`src/rtl/i2c_ptr_pkg.sv`:
```
package i2c_ptr_pkg;
  typedef enum logic [2:0] {
    S_IDLE, S_ADDR, S_AACK, S_WR, S_WACK, S_RD, S_RACK
  } bus_st_e;
endpackage

```
`src/rtl/i2c_line_sync.sv`:
```
module i2c_line_sync #(
  parameter int STAGES = 2
) (
  input  logic clk,
  input  logic rst,
  input  logic scl_i,
  input  logic sda_i,
  output logic scl_s,
  output logic sda_s,
  output logic scl_rise,
  output logic scl_fall,
  output logic start_det,
  output logic stop_det
);
  logic [STAGES-1:0] scl_sh, sda_sh;
  logic scl_d, sda_d;

  always_ff @(posedge clk) begin
    if (rst) begin
      scl_sh <= '1;
      sda_sh <= '1;
      scl_d  <= 1'b1;
      sda_d  <= 1'b1;
    end else begin
      scl_sh <= {scl_sh[STAGES-2:0], scl_i};
      sda_sh <= {sda_sh[STAGES-2:0], sda_i};
      scl_d  <= scl_sh[STAGES-1];
      sda_d  <= sda_sh[STAGES-1];
    end
  end

  assign scl_s     = scl_sh[STAGES-1];
  assign sda_s     = sda_sh[STAGES-1];
  assign scl_rise  = scl_s & ~scl_d;
  assign scl_fall  = ~scl_s & scl_d;
  assign start_det = scl_s & scl_d & ~sda_s & sda_d;
  assign stop_det  = scl_s & scl_d & sda_s & ~sda_d;
endmodule

```
`src/rtl/i2c_ptr_engine.sv`:
```
module i2c_ptr_engine
  import i2c_ptr_pkg::*;
#(
  parameter int DW = 8,
  parameter int AW = 6
) (
  input  logic          clk,
  input  logic          rst,
  input  logic          scl_rise,
  input  logic          scl_fall,
  input  logic          start_det,
  input  logic          stop_det,
  input  logic          sda_s,
  input  logic [AW-1:0] dev_id,
  input  logic [DW-1:0] ptr_q,
  input  logic [DW-1:0] reg_q,
  output logic          sda_oe,
  output logic          wr_en,
  output logic          wr_sel,
  output logic [DW-1:0] wdata
);
  localparam int ALEN = AW + 2;
  localparam int SW   = (DW > ALEN) ? DW : ALEN;
  localparam int CW   = $clog2(SW + 1);

  bus_st_e       st;
  logic [SW-1:0] shreg;
  logic [DW-1:0] tx;
  logic [CW-1:0] cnt;
  logic          sel, rnw, nack;
  logic [DW-1:0] rd_byte;

  assign rd_byte = sel ? reg_q : ptr_q;

  always_ff @(posedge clk) begin
    wr_en <= 1'b0;
    if (rst) begin
      st     <= S_IDLE;
      sda_oe <= 1'b0;
      cnt    <= '0;
      shreg  <= '0;
      tx     <= '0;
      sel    <= 1'b0;
      rnw    <= 1'b0;
      nack   <= 1'b0;
      wr_sel <= 1'b0;
      wdata  <= '0;
    end else if (start_det) begin
      st     <= S_ADDR;
      cnt    <= '0;
      sda_oe <= 1'b0;
    end else if (stop_det) begin
      st     <= S_IDLE;
      sda_oe <= 1'b0;
    end else begin
      case (st)
        S_ADDR: begin
          if (scl_rise) begin
            shreg <= {shreg[SW-2:0], sda_s};
            cnt   <= cnt + 1'b1;
          end else if (scl_fall && cnt == CW'(ALEN)) begin
            if (shreg[ALEN-1:2] == dev_id) begin
              st     <= S_AACK;
              sda_oe <= 1'b1;
              sel    <= shreg[1];
              rnw    <= shreg[0];
            end else begin
              st <= S_IDLE;
            end
          end
        end
        S_AACK: if (scl_fall) begin
          cnt <= '0;
          if (rnw) begin
            tx     <= rd_byte;
            sda_oe <= ~rd_byte[DW-1];
            st     <= S_RD;
          end else begin
            sda_oe <= 1'b0;
            st     <= S_WR;
          end
        end
        S_WR: begin
          if (scl_rise) begin
            shreg <= {shreg[SW-2:0], sda_s};
            cnt   <= cnt + 1'b1;
          end else if (scl_fall && cnt == CW'(DW)) begin
            sda_oe <= 1'b1;
            st     <= S_WACK;
            wr_en  <= 1'b1;
            wr_sel <= sel;
            wdata  <= shreg[DW-1:0];
          end
        end
        S_WACK: if (scl_fall) begin
          sda_oe <= 1'b0;
          cnt    <= '0;
          st     <= S_WR;
        end
        S_RD: if (scl_fall) begin
          if (cnt == CW'(DW - 1)) begin
            sda_oe <= 1'b0;
            st     <= S_RACK;
          end else begin
            tx     <= {tx[DW-2:0], 1'b0};
            sda_oe <= ~tx[DW-2];
            cnt    <= cnt + 1'b1;
          end
        end
        S_RACK: begin
          if (scl_rise) begin
            nack <= sda_s;
          end else if (scl_fall) begin
            if (nack) begin
              st <= S_IDLE;
            end else begin
              tx     <= rd_byte;
              sda_oe <= ~rd_byte[DW-1];
              cnt    <= '0;
              st     <= S_RD;
            end
          end
        end
        default: st <= S_IDLE;
      endcase
    end
  end
endmodule

```
`src/rtl/i2c_ptr_regs.sv`:
```
module i2c_ptr_regs #(
  parameter int DW   = 8,
  parameter int NRW  = 4,
  parameter int NCNT = 4
) (
  input  logic              clk,
  input  logic              rst,
  input  logic              wr_en,
  input  logic              wr_sel,
  input  logic [DW-1:0]     wdata,
  input  logic [NCNT-1:0]   ev_inc,
  output logic [DW-1:0]     ptr_q,
  output logic [DW-1:0]     reg_q,
  output logic [NRW*DW-1:0] rw_flat,
  output logic [NCNT*DW-1:0] cnt_flat
);
  logic [DW-1:0] rw_r  [NRW];
  logic [DW-1:0] cnt_r [NCNT];
  logic          data_wr;

  assign data_wr = wr_en & wr_sel;

  always_ff @(posedge clk) begin
    if (rst)                  ptr_q <= '0;
    else if (wr_en && !wr_sel) ptr_q <= wdata;
  end

  for (genvar g = 0; g < NRW; g++) begin : g_rw
    always_ff @(posedge clk) begin
      if (rst)                                rw_r[g] <= '0;
      else if (data_wr && ptr_q == DW'(g))    rw_r[g] <= wdata;
    end
    assign rw_flat[g*DW +: DW] = rw_r[g];
  end

  for (genvar g = 0; g < NCNT; g++) begin : g_cnt
    always_ff @(posedge clk) begin
      if (rst)                                   cnt_r[g] <= '0;
      else if (data_wr && ptr_q == DW'(NRW + g)) cnt_r[g] <= '0;
      else if (ev_inc[g])                        cnt_r[g] <= cnt_r[g] + 1'b1;
    end
    assign cnt_flat[g*DW +: DW] = cnt_r[g];
  end

  always_comb begin
    reg_q = '0;
    for (int i = 0; i < NRW; i++)
      if (ptr_q == DW'(i)) reg_q = rw_r[i];
    for (int j = 0; j < NCNT; j++)
      if (ptr_q == DW'(NRW + j)) reg_q = cnt_r[j];
  end
endmodule

```
`src/rtl/i2c_ptr_slave.sv`:
```
module i2c_ptr_slave #(
  parameter int DW    = 8,
  parameter int AW    = 6,
  parameter int NRW   = 4,
  parameter int NCNT  = 4,
  parameter int SYNC  = 2
) (
  input  logic              clk,
  input  logic              rst,
  input  logic [AW-1:0]     dev_addr,
  input  logic              scl_i,
  input  logic              sda_i,
  output logic              sda_oe,
  input  logic [NCNT-1:0]   ev_inc,
  output logic [NRW*DW-1:0] rw_regs
);
  logic              scl_s, sda_s, scl_rise, scl_fall, start_det, stop_det;
  logic [AW-1:0]     dev_id;
  logic [DW-1:0]     ptr_q, reg_q, wdata;
  logic              wr_en, wr_sel;
  logic [NCNT*DW-1:0] cnt_flat;

  always_ff @(posedge clk) begin
    if (rst) dev_id <= dev_addr;
  end

  i2c_line_sync #(.STAGES(SYNC)) u_sync (
    .clk(clk), .rst(rst), .scl_i(scl_i), .sda_i(sda_i),
    .scl_s(scl_s), .sda_s(sda_s), .scl_rise(scl_rise), .scl_fall(scl_fall),
    .start_det(start_det), .stop_det(stop_det)
  );

  i2c_ptr_engine #(.DW(DW), .AW(AW)) u_eng (
    .clk(clk), .rst(rst), .scl_rise(scl_rise), .scl_fall(scl_fall),
    .start_det(start_det), .stop_det(stop_det), .sda_s(sda_s),
    .dev_id(dev_id), .ptr_q(ptr_q), .reg_q(reg_q), .sda_oe(sda_oe),
    .wr_en(wr_en), .wr_sel(wr_sel), .wdata(wdata)
  );

  i2c_ptr_regs #(.DW(DW), .NRW(NRW), .NCNT(NCNT)) u_regs (
    .clk(clk), .rst(rst), .wr_en(wr_en), .wr_sel(wr_sel), .wdata(wdata),
    .ev_inc(ev_inc), .ptr_q(ptr_q), .reg_q(reg_q), .rw_flat(rw_regs),
    .cnt_flat(cnt_flat)
  );
endmodule

```
`config.mk`:
```
export PLATFORM = sky130hd
export DESIGN_NAME = i2c_ptr_slave
export DESIGN_NICKNAME = d
export VERILOG_FILES = /design/src/rtl/i2c_ptr_pkg.sv /design/src/rtl/i2c_line_sync.sv /design/src/rtl/i2c_ptr_engine.sv /design/src/rtl/i2c_ptr_regs.sv /design/src/rtl/i2c_ptr_slave.sv
export SDC_FILE = /design/constraint.sdc
export NUM_CORES = 1
export LEC_CHECK = 0
export BUFFER_PORTS_ARGS = -buffer_cell sky130_fd_sc_hd__buf_4
export CAP_MARGIN = 20
export CORE_MARGIN = 5
export CORE_UTILIZATION = 60
export DETAILED_ROUTE_END_ITERATION = 10
export GPL_TIMING_DRIVEN = 0
export PLACE_DENSITY = 0.8
export SKIP_LAST_GASP = 1
export SLEW_MARGIN = 10
export SYNTH_ARGS = -nofsm -noshare
export SYNTH_HDL_FRONTEND = slang
export SYNTH_SLANG_ARGS = --single-unit
```
`constraint.sdc`:
```
create_clock -name clk -period 3.2 [get_ports clk]
set_input_delay 0.8 -clock clk [delete_from_list [all_inputs] [get_ports clk]]
set_output_delay 0.8 -clock clk [all_outputs]
set_load 0.01 [all_outputs]
```
==> implementation parameters <==
Parameter                              Value

Outcome
  Result of the run    finished clean

Yosys
  Post-synthesis area per instance    between 10 and 15 um^2
  Number of enable-type register cells in the synthesized netlist    70
  Fraction of synthesized cell area in xor and xnor cells    under 10%
  Gate count of the mapped netlist    approximately 570
  Dominant combinational cell family by area after synthesis    simple AND/OR/NAND/NOR gates
  Most instantiated flip-flop cell in the synthesis netlist    sky130_fd_sc_hd__edfxtp_1
  Cell area after technology mapping    roughly 6000 um^2
  Simple-gate share of the synthesized area    21.7%
  Mux cell area share after synthesis    8.10%
  Total nets after synthesis    ~600
  Distinct cell type count after synthesis    between 60 and 70
  YS warnings    0
  Proportion of synthesized flip-flops having asynchronous set or reset    0%
  Yosys reg bits    120
  Synth Area in Adders    1.22%
  Fraction of the yosys area taken by sequential cells    between 50% and 60%
  Compound-Gate Fraction of Synth Area    between 10 and 15%

Cells and area
  Util after Layout    72.0%
  Post-route cell area    roughly 7300 um^2
  Final Net Count    660
  Antenna diode count    0
  Area growth, synth to finish    19.0%
  Commonest cells after routing, fill and taps aside    sky130_fd_sc_hd__nor2_1 (72), sky130_fd_sc_hd__edfxtp_1 (70), sky130_fd_sc_hd__dfxtp_1 (50)
  Share of layout cells above drive strength 1    20.7%
  Most common cell after layout, fill and taps aside    sky130_fd_sc_hd__nor2_1
  Count of filler cells inserted in the layout    between 600 and 700

Worst setup path
  Kind of start point of the critical path    register
  Longest individual stage delay on the worst path    ~0.85 ns
  Data required, critical path    between 3 and 4 ns
  Cell chain of the critical path    or4_4 -> buf_6 -> nor2_8 -> nand2_4 -> o21ai_0
  Largest fanout of any net on the critical path    8
  Slowest CP cell    sky130_fd_sc_hd__o21ai_0
  Critical path buffers and inverters    1
  Crit end category    register
  Reg-to-reg setup timing slack    ~0.69 ns
  Kind of cell adding the most delay to the critical path    compound AO/OA/AOI/OAI gates
  Path type of the worst setup path    register to register
  CP Data Arrival Time    around 2.7 ns

Timing
  Period utilisation layout    between 70% and 80%
  Final hold viol count    0
  Final critical delay including setup and external delays    2.51 ns
  Max Clock Freq    between 300 and 400 MHz
  Hold slack final    0.409 ns
  Final number of setup-violating endpoints    0
  Max Clock Skew    between 0.007 and 0.008 ns
  Max-slew headroom    ~30%
  Transition time at the pin with the least slew margin    1.04 ns
  Unrepaired setup endpoints after global routing    false
  Summed negative setup slack over all endpoints    0 ns
  Final count of pins violating max slew    0

Drt
  Total wire length after detailed routing    ~15000 um
  Remaining antenna violation count after routing    0
  Average wire per cell in the routed design    between 15 and 20 um
  Average vias per placed instance    5.98
  First DRT Iteration DRCs    349
  DRC Markers    0
  Total number of vias    between 4000 and 5000
  Detailed-router iteration count before antenna repair    6

GRT
  Largest net degree at the start of global routing    17
  Total global routing overflow    0
  Wire length of the first global-routing pass    24000 um
  Most crowded layer after global routing    met2
  Initial antenna violation count    0
  GR Layer Usage met1    roughly 30%
  Met2 global-route usage    a little over 40%
  Vias in the first global route    between 4000 and 5000
  Met3 track demand over resource in global routing    ~7.0%
  Total global-route track usage    about 25%

Clocking
  Clk root buf    sky130_fd_sc_hd__clkbuf_8
  Clk buf depth    2
  Number of buffers inserted for hold repair after clock tree synthesis    0
  Clock latency of the later-clocked register in the worst-skew pair    between 0.5 and 0.6 ns
  Total clock sinks    120
  Total CTS buffers    17
  CTS H-tree depth    4
  Post_cts resized    0
  Clock-pin slew of the registers on the worst-case setup and hold paths    around 0.06 ns
  Clock tree from TritonCTS    done
  Post-CTS Setup Inserts    0

Floorplan
  Die Ht    111 um
  Placeable Area    roughly 10000 um^2
  Initial core utilization    60.5%
  Die area    ~12000 um^2
  I/O pin count    47
  Number of placement rows    37
  Die Span X    111 um

Placement
  Final weighted congestion in routability-driven placement    0.938
  Quantity of I/O buffers inserted on ports    46
  Post-detail-place hpwl    around 11000 um
  DP Area    around 6700 um^2

Pwr
  Worst ir drop on vdd    0.000465 V
  Areal power density over the cells    roughly 540 nW/um^2
  Lkg Pwr    approximately 2.7 nW

Job
  Max-Cap Viols    0

Min path
  Class of the most critical hold timing path    register to register
==> path summary, 6_finish.rpt <==
kind,startpoint,end,cells past startpoint
setup / recovery,u_regs.ptr_q[4],u_regs.rw_r[1][2],5
hold / removal,u_sync.scl_sh[0],u_sync.scl_sh[1],1
setup reg to reg,u_regs.ptr_q[4],u_regs.rw_r[1][2],5
hold reg to reg,u_sync.scl_sh[0],u_sync.scl_sh[1],1
==> sequential cells by signal, summed over array words and instances (netlist names), 2 cells and up <==
name / flops
u_regs.cnt_r: 32
u_regs.rw_r: 32
u_eng.shreg: 8
u_eng.wdata: 8
u_regs.ptr_q: 8
u_eng.tx: 7
dev_id: 6
u_eng.cnt: 4
u_eng.st: 3
u_sync.scl_sh: 2
u_sync.sda_sh: 2
==> layout make-up <==
class | instances | area, um^2 | area share (%)
plain buffers | 26 | 136 | 1.87
clock buffers | 22 | 505 | 6.92
clock inverters | 10 | 128 | 1.75
inverters | 9 | 33.8 | 0.463
multi-input cells | 417 | 2860 | 39.2
flip-flops and latches | 120 | 3100 | 42.5
well taps | 136 | 170 | 2.33
repair buffers | 49 | 360 | 4.94
==> worst reg2reg max path, delay by kind of cell, from the launching register on <==
family,cells,cell delay (ns)
flip-flops,1,0.33
AO/OA/AOI/OAI,1,0.85
AND/OR/NAND/NOR,3,0.79
buffers and inverters,1,0.16
==> routing by layer <==
layer	share of wire (%)	routed length (um)	vias to the layer above
met5	0	0	-
met4	2.3	337	0
met3	7.0	1040	28
met2	50	7430	185
met1	41	6090	2287
li1	-	-	2217
==> report_power, final <==
part | internal, mW | switching (mW) | total [mW]
Combinational | 0.0916 | 0.112 | 0.203
Clock | 1.28 | 0.703 | 1.98
Sequential | 1.70 | 0.0597 | 1.76
==> synthesized netlist by cell type (all sizes together), types with 6 or more instances <==
master   n  area, um^2
mux2i   35         350
and3    14        92.6
and2    32         200
mux2    13         146
nor3     7        80.1
o22ai    9        56.3
nand2b  14        95.1
or2      8        50.1
xnor2   14         123
nand3   21         105
edfxtp  70        2100
inv      9        33.8
xor2    17         149
o21ai   24         120
ha       6        75.1
nor2    74         310
nand2   33         131
dfxtp   50        1000
buf     15        95.1
clkbuf  11        41.3
a21oi   22         114
a32o     9        90.1
==> through the flow <==
step | std cells | worst slack (ns) | total power, mW
after detailed placement | 754 | 0.533 | 1.99
after global placement | 754 | 0.636 | 1.98
after CTS | 786 | 0.549 | 3.96
final | 789 | 0.689 | 3.94
after global routing | 789 | 0.581 | 4.07
after floorplan | 572 | 0.883 | 1.88
==> kinds of logic (layout without fill, tap and decap cells) <==
| family | count (synthesis) | count (layout) |
|---|---|---|
| flip-flops | 120 | 120 |
| AO/OA/AOI/OAI | 97 | 97 |
| AND/OR/NAND/NOR | 235 | 235 |
| adder cells (fa/ha/maj) | 6 | 6 |
| multiplexers | 48 | 48 |
| buffers and inverters | 35 | 116 |
| XOR/XNOR | 31 | 31 |
(Power assumes the default switching activity.)
